==> src/rtl/adcs_pkg.sv <==
`timescale 1ns/1ps
package adcs_pkg;
   // Phase of the serial slave inside a conversion.
   typedef enum logic [1:0] {
      PH_OFF   = 2'd0,   // deselected or between conversions
      PH_WAIT  = 2'd1,   // selected, first falling edge not yet seen
      PH_TRACK = 2'd2,
      PH_HOLD  = 2'd3
   } phase_e;
endpackage

==> src/rtl/adcs_edge_det.sv <==
`timescale 1ns/1ps
module adcs_edge_det (
   input  logic clk,
   input  logic rst_n,
   input  logic cs_n,
   input  logic sclk,
   output logic fall_evt,
   output logic rise_evt
);
   logic sclk_q;
   logic cs_n_q;
   logic cs_fall;

   always_ff @(posedge clk) begin
      if (!rst_n) begin
         sclk_q <= 1'b0;
         cs_n_q <= 1'b1;
      end else begin
         sclk_q <= sclk;
         cs_n_q <= cs_n;
      end
   end

   assign cs_fall = cs_n_q & ~cs_n;

   // A select fall while the serial clock is low stands in for a clock fall.
   // A clock fall in the same cycle is then counted only once.
   always_comb begin
      fall_evt = 1'b0;
      if (!cs_n) begin
         if (cs_fall) fall_evt = ~sclk;
         else         fall_evt = sclk_q & ~sclk;
      end
   end

   assign rise_evt = ~cs_n & ~cs_fall & sclk & ~sclk_q;
endmodule

==> src/rtl/adcs_frame_seq.sv <==
`timescale 1ns/1ps
module adcs_frame_seq
   import adcs_pkg::*;
#(
   parameter int FRAME_LEN = 16,
   parameter int TRACK_CYC = 3,
   localparam int IDXW = $clog2(FRAME_LEN + 1)
) (
   input  logic            clk,
   input  logic            rst_n,
   input  logic            cs_n,
   input  logic            fall_evt,
   output logic [IDXW-1:0] idx,
   output logic [IDXW-1:0] next_idx,
   output logic            hold_start,
   output phase_e          phase
);
   localparam logic [IDXW-1:0] LAST_IDX  = IDXW'(FRAME_LEN);
   localparam logic [IDXW-1:0] TRACK_END = IDXW'(TRACK_CYC);
   localparam logic [IDXW-1:0] HOLD_IDX  = IDXW'(TRACK_CYC + 1);

   // idx is the number of the latest falling edge in the current conversion.
   // 0 means the select has fallen but no falling edge has been seen yet.
   always_comb begin
      if (idx == '0 || idx == LAST_IDX) next_idx = IDXW'(1);
      else                              next_idx = idx + IDXW'(1);
   end

   always_ff @(posedge clk) begin
      if (!rst_n)        idx <= '0;
      else if (cs_n)     idx <= '0;
      else if (fall_evt) idx <= next_idx;
   end

   assign hold_start = fall_evt & (next_idx == HOLD_IDX);

   always_comb begin
      if (cs_n)                  phase = PH_OFF;
      else if (idx == '0)        phase = PH_WAIT;
      else if (idx <= TRACK_END) phase = PH_TRACK;
      else if (idx == LAST_IDX)  phase = PH_OFF;
      else                       phase = PH_HOLD;
   end
endmodule

==> src/rtl/adcs_cmd_cap.sv <==
`timescale 1ns/1ps
module adcs_cmd_cap #(
   parameter int CMD_W    = 8,
   parameter int ADDR_W   = 3,
   parameter int ADDR_LSB = 3,
   parameter int IDXW     = 5,
   localparam int SHW = ADDR_LSB + ADDR_W - 1
) (
   input  logic              clk,
   input  logic              rst_n,
   input  logic              cs_n,
   input  logic              rise_evt,
   input  logic              sdi,
   input  logic [IDXW-1:0]   idx,
   output logic [ADDR_W-1:0] addr
);
   localparam logic [IDXW-1:0] CMD_LAST = IDXW'(CMD_W);

   // Keep only the low command bits. When the last command bit arrives, the
   // address field sits at the top of this register.
   logic [SHW-1:0] sh;
   logic           in_cmd;

   assign in_cmd = rise_evt && (idx != '0) && (idx <= CMD_LAST);

   always_ff @(posedge clk) begin
      if (!rst_n) begin
         sh   <= '0;
         addr <= '0;
      end else if (cs_n) begin
         sh <= '0;
      end else if (in_cmd) begin
         sh <= {sh[SHW-2:0], sdi};
         if (idx == CMD_LAST) addr <= sh[SHW-1 -: ADDR_W];
      end
   end
endmodule

==> src/rtl/adcs_out_shift.sv <==
`timescale 1ns/1ps
module adcs_out_shift #(
   parameter int NUM_CH    = 8,
   parameter int SAMPLE_W  = 12,
   parameter int FRAME_LEN = 16,
   parameter int IDXW      = 5,
   parameter int ADDR_W    = 3,
   localparam int LEAD = FRAME_LEN - SAMPLE_W,
   localparam int BSW  = $clog2(FRAME_LEN)
) (
   input  logic                       clk,
   input  logic                       rst_n,
   input  logic                       cs_n,
   input  logic                       fall_evt,
   input  logic                       hold_start,
   input  logic [IDXW-1:0]            next_idx,
   input  logic [ADDR_W-1:0]          addr,
   input  logic [NUM_CH*SAMPLE_W-1:0] ch_data,
   output logic [SAMPLE_W-1:0]        sample_q,
   output logic                       sdo
);
   localparam logic [IDXW-1:0] LAST_IDX = IDXW'(FRAME_LEN);
   localparam logic [IDXW-1:0] LEAD_IDX = IDXW'(LEAD);

   logic [SAMPLE_W-1:0] chv [NUM_CH];

   for (genvar g = 0; g < NUM_CH; g++) begin : g_unpack
      assign chv[g] = ch_data[g*SAMPLE_W +: SAMPLE_W];
   end

   logic [BSW-1:0] bsel;
   logic           data_bit;

   assign bsel = BSW'(LAST_IDX - next_idx);

   if (LEAD > 0) begin : g_lead
      assign data_bit = (next_idx <= LEAD_IDX) ? 1'b0 : sample_q[bsel];
   end else begin : g_nolead
      assign data_bit = sample_q[bsel];
   end

   always_ff @(posedge clk) begin
      if (!rst_n)          sample_q <= '0;
      else if (hold_start) sample_q <= chv[addr];
   end

   always_ff @(posedge clk) begin
      if (!rst_n)        sdo <= 1'b0;
      else if (cs_n)     sdo <= 1'b0;
      else if (fall_evt) sdo <= data_bit;
   end
endmodule

==> src/rtl/mux_adc_serial_if.sv <==
`timescale 1ns/1ps
module mux_adc_serial_if
   import adcs_pkg::*;
#(
   parameter int NUM_CH    = 8,
   parameter int SAMPLE_W  = 12,
   parameter int FRAME_LEN = 16,
   parameter int TRACK_CYC = 3,
   parameter int CMD_W     = 8,
   parameter int ADDR_LSB  = 3,
   localparam int ADDR_W = $clog2(NUM_CH),
   localparam int IDXW   = $clog2(FRAME_LEN + 1),
   localparam int LEAD   = FRAME_LEN - SAMPLE_W
) (
   input  logic                       clk,
   input  logic                       rst_n,
   input  logic                       cs_n,
   input  logic                       sclk,
   input  logic                       sdi,
   input  logic [NUM_CH*SAMPLE_W-1:0] ch_data,
   output logic                       sdo,
   output logic                       sdo_oe,
   output logic                       track,
   output logic                       hold,
   output logic                       pwr_down
);
   // Elaboration-time parameter checks.
   if (NUM_CH < 2 || (1 << ADDR_W) != NUM_CH) begin : g_bad_ch
      $error("NUM_CH must be a power of two of at least 2");
   end
   if (LEAD < TRACK_CYC + 1) begin : g_bad_lead
      $error("leading zeros must cover the tracking cycles plus the hold edge");
   end
   if (TRACK_CYC < 1) begin : g_bad_track
      $error("TRACK_CYC must be at least 1");
   end
   if (CMD_W > FRAME_LEN || ADDR_LSB < 1 || ADDR_LSB + ADDR_W > CMD_W) begin : g_bad_cmd
      $error("command field does not fit the conversion");
   end

   logic                fall_evt;
   logic                rise_evt;
   logic [IDXW-1:0]     idx;
   logic [IDXW-1:0]     next_idx;
   logic                hold_start;
   phase_e              phase;
   logic [ADDR_W-1:0]   addr;
   logic [SAMPLE_W-1:0] sample_q;

   adcs_edge_det i_edge (
      .clk      (clk),
      .rst_n    (rst_n),
      .cs_n     (cs_n),
      .sclk     (sclk),
      .fall_evt (fall_evt),
      .rise_evt (rise_evt)
   );

   adcs_frame_seq #(
      .FRAME_LEN (FRAME_LEN),
      .TRACK_CYC (TRACK_CYC)
   ) i_seq (
      .clk        (clk),
      .rst_n      (rst_n),
      .cs_n       (cs_n),
      .fall_evt   (fall_evt),
      .idx        (idx),
      .next_idx   (next_idx),
      .hold_start (hold_start),
      .phase      (phase)
   );

   adcs_cmd_cap #(
      .CMD_W    (CMD_W),
      .ADDR_W   (ADDR_W),
      .ADDR_LSB (ADDR_LSB),
      .IDXW     (IDXW)
   ) i_cmd (
      .clk      (clk),
      .rst_n    (rst_n),
      .cs_n     (cs_n),
      .rise_evt (rise_evt),
      .sdi      (sdi),
      .idx      (idx),
      .addr     (addr)
   );

   adcs_out_shift #(
      .NUM_CH    (NUM_CH),
      .SAMPLE_W  (SAMPLE_W),
      .FRAME_LEN (FRAME_LEN),
      .IDXW      (IDXW),
      .ADDR_W    (ADDR_W)
   ) i_out (
      .clk        (clk),
      .rst_n      (rst_n),
      .cs_n       (cs_n),
      .fall_evt   (fall_evt),
      .hold_start (hold_start),
      .next_idx   (next_idx),
      .addr       (addr),
      .ch_data    (ch_data),
      .sample_q   (sample_q),
      .sdo        (sdo)
   );

   assign sdo_oe   = ~cs_n;
   assign track    = (phase == PH_TRACK);
   assign hold     = (phase == PH_HOLD);
   assign pwr_down = (phase == PH_OFF);
endmodule

==> config.mk <==
export PLATFORM = sky130hd
export DESIGN_NAME = mux_adc_serial_if
export DESIGN_NICKNAME = d
export VERILOG_FILES = /design/src/rtl/adcs_pkg.sv /design/src/rtl/adcs_edge_det.sv /design/src/rtl/adcs_frame_seq.sv /design/src/rtl/adcs_cmd_cap.sv /design/src/rtl/adcs_out_shift.sv /design/src/rtl/mux_adc_serial_if.sv
export SDC_FILE = /design/constraint.sdc
export NUM_CORES = 1
export LEC_CHECK = 0
export ABC_AREA = 1
export BUFFER_PORTS_ARGS = -buffer_cell sky130_fd_sc_hd__buf_2
export CORE_UTILIZATION = 50
export DETAILED_ROUTE_END_ITERATION = 8
export PLACE_DENSITY = 0.91
export SYNTH_ARGS = -nofsm -noshare
export SYNTH_HDL_FRONTEND = slang
export SYNTH_SLANG_ARGS = --single-unit
==> constraint.sdc <==
create_clock -name clk -period 4.95 [get_ports clk]
set_input_delay 0.99 -clock clk [delete_from_list [all_inputs] [get_ports clk]]
set_output_delay 0.99 -clock clk [all_outputs]
set_load 0.02 [all_outputs]
# [After elaboration in Yosys (flattened, before gate mapping)]
# Cells that the tools add are included.
[word_totals] ff_bits=28 latchBits=0 mem_bits_rw=0 rom_bits=0 out_inout_bits=5 elab_cells=52 n_memories=0
[op_classes] add_sub_neg=2 n_mul=0 div_mod_pow=0 magnitude_cmp=5 eq_ne=5 n_shift=0 n_mux=13 n_bitwise=12 n_reduce_logical=8
[ops] operator="$bmux W12 S3" count=1
[ops] operator="$mux W12" count=2
[ops] operator="$mux W2" count=4
[ops] operator="$and A1 B1 Y1" count=6
[ops] operator="$add A5 B1 Y5 const B" count=1
[ops] operator="$eq A5 B3 Y1 const B" count=1
[ops] operator="$eq A5 B4 Y1 const B" count=1
[ops] operator="$eq A5 B5 Y1 const B" count=1
[ops] operator="$le A5 B2 Y1 const B" count=1
[ops] operator="$le A5 B3 Y1 const B" count=1
[ops] operator="$le A5 B4 Y1 const B" count=1
[ops] operator="$logic_not A5 Y1" count=1
[ops] operator="$lt A4 B5 Y1 const B" count=1
[ops] operator="$mux W5" count=1
[ops] operator="$not A1 Y1" count=5
[ops] operator="$reduce_bool A5 Y1" count=1
[ops] operator="$bmux W1 S4" count=1
[ops] operator="$eq A2 B2 Y1 const B" count=2
[ops] operator="$ge A4 B4 Y1 const B" count=1
[ops] operator="$mux W1" count=4
[ops] operator="$not A3 Y4" count=1
[ops] operator="$sub A1 B4 Y4 const A" count=1
[ops] operator="$reduce_and A3 Y1" count=1
[ops] operator="$logic_and A1 B1 Y1" count=2
[ops] operator="other kinds (3)" count=3

# [Depth between registers and ports, before layout]
# Gate-level depths: netlist of run 1.
[depth] word_depth=9 mapped_depth=14 mapped_depth_nobuf=12

# [Hierarchy]
# Synthesis of run 1 repeated with hierarchy kept, for this count alone.
[hier_totals] hier_cells=436 hier_area_um2=2493.6
[modules_own_cells] module="adcs_out_shift" n_inst=1 cells_each=299 area_per_inst_um2=1614.0 seq_area_each_um2=260.2
[modules_own_cells] module="adcs_cmd_cap" n_inst=1 cells_each=60 area_per_inst_um2=399.1 seq_area_each_um2=160.2
[modules_own_cells] module="adcs_frame_seq" n_inst=1 cells_each=56 area_per_inst_um2=366.6 seq_area_each_um2=100.1
[modules_own_cells] module="adcs_edge_det" n_inst=1 cells_each=15 area_per_inst_um2=88.8 seq_area_each_um2=40.0
[modules_own_cells] module="mux_adc_serial_if" n_inst=1 cells_each=6 area_per_inst_um2=25.0 seq_area_each_um2=0.0

# [Worst setup path after synthesis of run 1]
# OpenSTA, ideal clock, no wires.
[synth_timing] path_type="input -> output" start="input port cs_n" end="output port track" arrival_ns=1.895 required_ns=3.960 slack_ns=2.065 cell_stages=3 n_path_buf=0 cell_sequence="inv_1 nand2_1 nor4_1"
[synth_between] elab_chain_cells=2
[synth_rtl] element="start: declaration" line_no="mux_adc_serial_if.sv:17" source="input logic cs_n,"
[synth_rtl] element="$mux W2" line_no="adcs_frame_seq.sv:38" source="if (cs_n) phase = PH_OFF;"
[synth_rtl] element="$eq A2 B2 Y1" line_no="mux_adc_serial_if.sv:108" source="assign track = (phase == PH_TRACK);"
[synth_rtl] element="end: declaration" line_no="mux_adc_serial_if.sv:23" source="output logic track,"
# Every way passes these cells.

# [Final worst setup path of run 1]
[layout_timing] start="register i_seq.idx[0]" end="output port track"
[layout_between] elab_chain_cells=6
[layout_rtl] element="start: declaration" line_no="adcs_frame_seq.sv:13" source="output logic [IDXW-1:0] idx,"
[layout_rtl] element="start signal: assignment" line_no="adcs_frame_seq.sv:32" source="else if (fall_evt) idx <= next_idx;"
[layout_rtl] element="branches (longest 3 deep; another with $le A5 B2 Y1)"
[layout_rtl] element="$mux W2 (*)" line_no="adcs_frame_seq.sv:39" source="else if (idx == '0) phase = PH_WAIT;"
[layout_rtl] element="$mux W2 (*)" line_no="adcs_frame_seq.sv:38"
[layout_rtl] element="$eq A2 B2 Y1 (*)" line_no="mux_adc_serial_if.sv:108"
# Mark *: on every way between the ends.

==> reports/qor.txt, run 1 <==
Post-route worst setup slack - 2.080 ns
# setup viols final - 0
Total routing usage reported by global routing - 26.94%
Maximum operating frequency - 0.3484 GHz
Run status - finished clean
Post-synth net total - 409
Flip-flop and latch count after synthesis - 28
Maximum vdd ir drop - 0.0001284 V
Most used cells in the layout excluding fill and tap cells - sky130_fd_sc_hd__buf_2 (105), sky130_fd_sc_hd__nor2_1 (48), sky130_fd_sc_hd__o21ai_0 (42)
TritonCTS clock tree - done
Largest area contributor in the synthesized netlist - sky130_fd_sc_hd__dfxtp_1
Accumulated negative setup slack - 0 ns
Setup repair after global routing missed its margin - false
Number of DRC violations after detailed-routing iteration 0 - 157
Critical path class - reg -> out
Min-delay worst type - reg -> reg
Count of pins on the block boundary - 106
Setup Skew - 0.004956 ns
Deepest level of the CTS H-tree - 1
End of the worst register-to-register path - i_out.sample_q[4]$_SDFFE_PN0P_
Pin count of the biggest net entering global routing - 50
Overall via count from detail_route - 2512
Worst Tran Pin Value - 1.193 ns
Power Density - 179.7 nW/um2
Crit path time final - 2.870 ns
Via count of the first global-routing pass - 2201
Clock buffers created by TritonCTS - 3
Final weighted congestion of routability-driven global placement - 0.8443
Wire length of the first global-routing pass - 9618 um
Max-cap viol count - 0
Post-synth top area share - 25.51%
Core ar. - 4115 um2
Area of the die - 4664 um2
Hpwl dp - 4736 um
Arrival time of data at the critical path endpoint - 1.88 ns
Clock tree sinks - 28
Per-cell via count in the routed design - 5.658
Number of gates resized after CTS - 0
Number of antenna violations at the first check in global routing - 0
Detailed-route wire length per cell - 13.60 um
Area added between synthesis and finish - 24.77%
Pre-CTS setup slack - 2.308 ns
Number of warnings printed during yosys synthesis - 0
Cell count after synthesis - 306
Max Transition Viols Final - 0
First-pass detailed-route iteration total - 5
Net total in the final layout - 498
Final period util - 57.98%
Most common cell after layout, fill and taps aside - sky130_fd_sc_hd__buf_2
Die Y-Extent - 68.29 um
Critical path launch point - i_seq.idx[0]$_SDFFE_PP0P_
Final-report hold violation count - 0
Antenna-violating nets left - 0
Kind of launch point of the worst setup path - flip-flop
CTS root buffer - sky130_fd_sc_hd__clkbuf_8
Cells taking the most area after synthesis - sky130_fd_sc_hd__dfxtp_1 (26%), sky130_fd_sc_hd__mux2i_1 (11%), sky130_fd_sc_hd__o21ai_0 (9.6%)
Worst relative slew slack - 20.35%
Post-Syn Area - 2197 um2
Total setup buffers inserted after CTS - 0
Number of hold buffers added after cts - 0
Residual overflow from global routing - 0
Die width - 68.29 um
Register-to-register path setup slack - 2.47 ns
Largest driver fanout on the critical path - 11
Final Util - 66.62%
R2R Path Start - i_cmd.addr[0]$_SDFFE_PN0P_
Number of remaining DRC errors - 0
Routed wire length - 6038 um
Effective utilization at floorplan - 53.39%
Maximum buffer depth of the clock tree - 2
Leak Pwr - 1.178 nW
Clock Latency Late Sink - 0.28 ns
Worst Setup End Kind - output pin
Antenna diode instance count - 0
Placed cell areas - 2670 um2
Number of standard-cell rows in the floorplan - 23
Count of cell types in the netlist - 33
Syn avg cell area - 7.180 um2
Proportion of synthesized chip area in sequential cells - 25.51%
Required time of the critical path - 3.96 ns
Post-Layout Inst Area - 2741 um2
Total Power Consumption - 0.0004925 W
Worst reg-to-reg path cell count - 5
Timing endpoint of the critical path - track
Clock Pin Slew Worst Setup and Hold Paths - 0.10 ns
Port-buffer cells - 105
Fraction of layout instances using a drive strength above 1 - 34.26%
[registers in the layout, summed over array words and instances, names as in the netlist]
| register | cells |
|---|---|
| i_cmd.addr | 3 |
| i_edge.sclk_q | 1 |
| i_seq.idx | 5 |
| i_edge.cs_n_q | 1 |
| i_out.sample_q | 12 |
| i_cmd.sh | 5 |
| i_out.sdo | 1 |
[area by class of cell]
class,instances,area [um2]
Tap cell,50,62.56
Sequential cell,28,561.8
Clock inverter,1,30.03
Fill cell,346,1374
Multi-Input combinational cell,235,1434
Timing Repair Buffer,106,533.0
Clock buffer,3,41.29
Inverter,21,78.83
[cell families (layout without fill, tap and decap cells)]
group | count (synthesis) | in the layout | synth area share (%)
adder cells (fa/ha/maj) | 2 | 2 | 1.139
AND/OR/NAND/NOR | 104 | 104 | 21.75
flip-flops | 28 | 28 | 25.51
AO/OA/AOI/OAI | 102 | 102 | 29.39
XOR/XNOR | 3 | 3 | 2.050
buffers and inverters | 43 | 131 | 9.225
multiplexers | 24 | 24 | 10.93
[power breakdown]
group	total, W	leakage, nW	switching (W)	internal, W
Clock	0.000179	0.0357	0.0000709	0.000108
Sequential	0.000230	0.227	0.00000285	0.000228
Combinational	0.0000828	0.915	0.0000401	0.0000427
[worst min path at each step]
stage / from / endpoint / slack (ns) / cells past startpoint
floorplan: i_cmd.sh[3]$_SDFFE_PP0N_ / i_cmd.sh[3]$_SDFFE_PP0N_ / 0.44 / 2
global placement: i_cmd.sh[3]$_SDFFE_PP0N_ / i_cmd.sh[4]$_SDFFE_PP0N_ / 0.46 / 2
detailed placement: i_cmd.sh[3]$_SDFFE_PP0N_ / i_cmd.sh[4]$_SDFFE_PP0N_ / 0.47 / 2
CTS: i_cmd.sh[3]$_SDFFE_PP0N_ / i_cmd.sh[4]$_SDFFE_PP0N_ / 0.48 / 2
global route: i_cmd.sh[3]$_SDFFE_PP0N_ / i_cmd.sh[4]$_SDFFE_PP0N_ / 0.52 / 2
finish: i_cmd.sh[3]$_SDFFE_PP0N_ / i_cmd.sh[4]$_SDFFE_PP0N_ / 0.47 / 2
[worst max-delay path, stage by stage (launching register included)]
cell                      delay [ns]
sky130_fd_sc_hd__dfxtp_1        0.58
sky130_fd_sc_hd__inv_1          0.09
sky130_fd_sc_hd__ha_1           0.25
sky130_fd_sc_hd__nand2_2        0.21
sky130_fd_sc_hd__nand2_1        0.12
sky130_fd_sc_hd__nor4_1         0.16
sky130_fd_sc_hd__buf_2          0.20
[synthesized netlist by cell type]
master and instances:
sky130_fd_sc_hd__a21oi_1 13, sky130_fd_sc_hd__nand4_1 2, sky130_fd_sc_hd__a31oi_1 1, sky130_fd_sc_hd__nor3_1 2, sky130_fd_sc_hd__buf_4 2, sky130_fd_sc_hd__nand2_1 28
sky130_fd_sc_hd__nand2_2 3, sky130_fd_sc_hd__or2_4 1, sky130_fd_sc_hd__a21o_1 1, sky130_fd_sc_hd__nor2_1 48, sky130_fd_sc_hd__a21oi_2 11, sky130_fd_sc_hd__ha_1 2
sky130_fd_sc_hd__clkbuf_1 11, sky130_fd_sc_hd__inv_2 3, sky130_fd_sc_hd__o221ai_1 24, sky130_fd_sc_hd__o21ai_0 42, sky130_fd_sc_hd__xor2_4 1, sky130_fd_sc_hd__buf_6 4
sky130_fd_sc_hd__buf_2 3, sky130_fd_sc_hd__nor2_8 1, sky130_fd_sc_hd__mux2i_1 24, sky130_fd_sc_hd__inv_1 18, sky130_fd_sc_hd__buf_1 2, sky130_fd_sc_hd__nor4_1 1
sky130_fd_sc_hd__xnor2_1 1, sky130_fd_sc_hd__o21ai_1 10, sky130_fd_sc_hd__nor2_2 1, sky130_fd_sc_hd__nand3_4 1, sky130_fd_sc_hd__and3_4 1, sky130_fd_sc_hd__nand3_1 14
sky130_fd_sc_hd__nand2_4 1, sky130_fd_sc_hd__dfxtp_1 28, sky130_fd_sc_hd__xor2_1 1
[stage by stage]
stage	cells	hold WS, ns
4_1_cts	444	0.4815
2_1_floorplan	306	0.4410
3_5_place_dp	440	0.4668
5_1_grt	444	0.5177
6_report	444	0.4735
3_3_place_gp	440	0.4561
[metal layers]
| metal | vias to the layer above | part of all wire [%] | track usage [%] |
|---|---|---|---|
| met3 | 16 | 7.9 | 5.833 |
| met1 | 1109 | 40 | 33.70 |
| met5 | - | 0 | 0 |
| met4 | 0 | 2.1 | 8.594 |
| met2 | 125 | 50 | 45.47 |
| li1 | 1262 | - | - |
(Power assumes the default switching activity.)
==> run 2, diff against run 1 <==
- CORE_UTILIZATION: 50 -> 47
- PLACE_DENSITY: 0.91 -> 0.86
- clock period: 4.95 -> 2.7 ns (I/O delays scaled with it)
==> run 2 against run 1 <==
- utilization decreased by 4.8 points
- final area decreased by 0.46%
- clock skew decreased by 0.0034 ns
- clock power increased by 21%
- cell count increased by 0.68%
- sequential power increased by 83%
- wire length decreased by 0.81%
- global-route usage decreased by 1.9 points
- worst hold slack improved by 0.0085 ns
- critical path depth unchanged
- via count decreased by 0.76%
- power increased by 61%
- largest power group unchanged
- highest routed layer unchanged
==> reports/qor.txt, run 2 (synthesized netlist as in run 1, its figures left out) <==
Run status - finished clean
Antenna diode instance count - 0
Area added between synthesis and finish - 24.20%
Max-cap viol count - 0
Number of remaining DRC errors - 0
Die Y-Extent - 70.37 um
Port-buffer cells - 105
Die width - 70.37 um
Worst Setup End Kind - output pin
Core ar. - 4414 um2
Kind of launch point of the worst setup path - flip-flop
Pin count of the biggest net entering global routing - 49
Total setup buffers inserted after CTS - 0
Most common cell after layout, fill and taps aside - sky130_fd_sc_hd__buf_2
Worst Tran Pin Value - 0.7475 ns
Per-cell via count in the routed design - 5.577
Largest driver fanout on the critical path - 11
Hpwl dp - 4689 um
Count of pins on the block boundary - 106
Effective utilization at floorplan - 49.77%
Number of antenna violations at the first check in global routing - 0
Register-to-register path setup slack - 0.54 ns
Clock buffers created by TritonCTS - 3
Flip-flop count of the largest register after layout - 12
Final weighted congestion of routability-driven global placement - 0.8653
Maximum operating frequency - 0.4169 GHz
Final period util - 88.84%
Number of standard-cell rows in the floorplan - 24
Worst hold path cell count - 2
Critical path launch point - i_seq.idx[0]$_SDFFE_PP0P_
Arrival time of data at the critical path endpoint - 1.86 ns
Setup Skew - 0.001569 ns
Non-filler instance count after layout - 447
Number of gates resized after CTS - 0
Clock tree sinks - 28
Via count of the first global-routing pass - 2353
First-pass detailed-route iteration total - 5
# setup viols final - 0
Post-route worst setup slack - 0.3014 ns
Detailed-route wire length per cell - 13.40 um
Pre-CTS setup slack - 0.5662 ns
Crit path time final - 2.399 ns
Filler cell count in the final layout - 382
Fraction of layout instances using a drive strength above 1 - 34.43%
Worst reg-to-reg path cell count - 9
Overall via count from detail_route - 2493
R2R Path Start - i_seq.idx[0]$_SDFFE_PP0P_
Power Density - 289.7 nW/um2
Worst Min Path Start - i_cmd.sh[1]$_SDFFE_PP0N_
Final-report hold violation count - 0
Most used cells in the layout excluding fill and tap cells - sky130_fd_sc_hd__buf_2 (105), sky130_fd_sc_hd__nor2_1 (48), sky130_fd_sc_hd__o21ai_0 (42)
Sequential cell area - 561.8 um2
Routed wire length - 5989 um
Net total in the final layout - 500
Min-delay worst type - reg -> reg
Area of the die - 4952 um2
Cells after DPL - 444
Final Util - 61.82%
TritonCTS clock tree - done
Clock Pin Slew Worst Setup and Hold Paths - 0.09 ns
Antenna-violating nets left - 0
CTS root buffer - sky130_fd_sc_hd__clkbuf_8
Max Transition Viols Final - 0
Accumulated negative setup slack - 0 ns
Largest register by flop count - i_out.sample_q
Total area of multi-input combinational cells - 1434 um2
Number of hold buffers added after cts - 0
Critical path class - reg -> out
Clock Latency Late Sink - 0.26 ns
Placed cell areas - 2688 um2
Number of DRC violations after detailed-routing iteration 0 - 124
Post-Layout Inst Area - 2729 um2
Worst relative slew slack - 50.11%
Maximum buffer depth of the clock tree - 2
Total routing usage reported by global routing - 25.08%
Setup repair after global routing missed its margin - false
Required time of the critical path - 2.16 ns
Deepest level of the CTS H-tree - 1
Registers with the most flip-flops - i_out.sample_q x12, i_cmd.sh x5, i_seq.idx x5
Residual overflow from global routing - 0
Leak Pwr - 1.174 nW
Maximum vdd ir drop - 0.0002816 V
Wire length of the first global-routing pass - 10220 um
[run 2: final cells by class]
cell class / instances / share of cell area [%]
Clock buffer: 3 / 1.513
Sequential cell: 28 / 20.59
Timing Repair Buffer: 108 / 20.08
Tap cell: 52 / 2.384
Multi-Input combinational cell: 235 / 52.54
Inverter: 21 / 2.889
[run 2: final timing paths]
path | to
hold / removal | i_cmd.sh[1]$_SDFFE_PP0N_
hold reg to reg | i_cmd.sh[1]$_SDFFE_PP0N_
setup / recovery | track
setup reg to reg | i_out.sample_q[8]$_SDFFE_PN0P_
[run 2: per-stage QoR]
stage	hold slack, ns	total power [W]
finish	0.4820	0.0007905
global route	0.4947	0.0008347
global placement	0.4573	0.0005798
CTS	0.4842	0.0007937
detailed placement	0.4688	0.0005818
floorplan	0.4410	0.0005002
[run 2: power breakdown]
part           internal, W  leakage, nW  switching, W
logic            0.0000782        0.926     0.0000735
clock network    0.0000998       0.0216      0.000117
registers         0.000417        0.227    0.00000510
[run 2: routing by layer]
| metal | wire, um | vias up | part of all wire [%] | track usage, % |
|---|---|---|---|---|
| met1 | 2518 | 1112 | 42 | 32.47 |
| met4 | 94 | 0 | 1.6 | 6.667 |
| met3 | 415 | 10 | 6.9 | 3.752 |
| li1 | - | 1255 | - | - |
| met2 | 2961 | 116 | 49 | 43.07 |
| met5 | 0 | - | 0 | 0 |
[run 2: worst max-delay path, stage by stage (launching register included)]
cell	delay [ns]
sky130_fd_sc_hd__dfxtp_1	0.57
sky130_fd_sc_hd__inv_1	0.09
sky130_fd_sc_hd__ha_1	0.25
sky130_fd_sc_hd__nand2_2	0.22
sky130_fd_sc_hd__nand2_1	0.11
sky130_fd_sc_hd__nor4_1	0.16
sky130_fd_sc_hd__buf_2	0.20
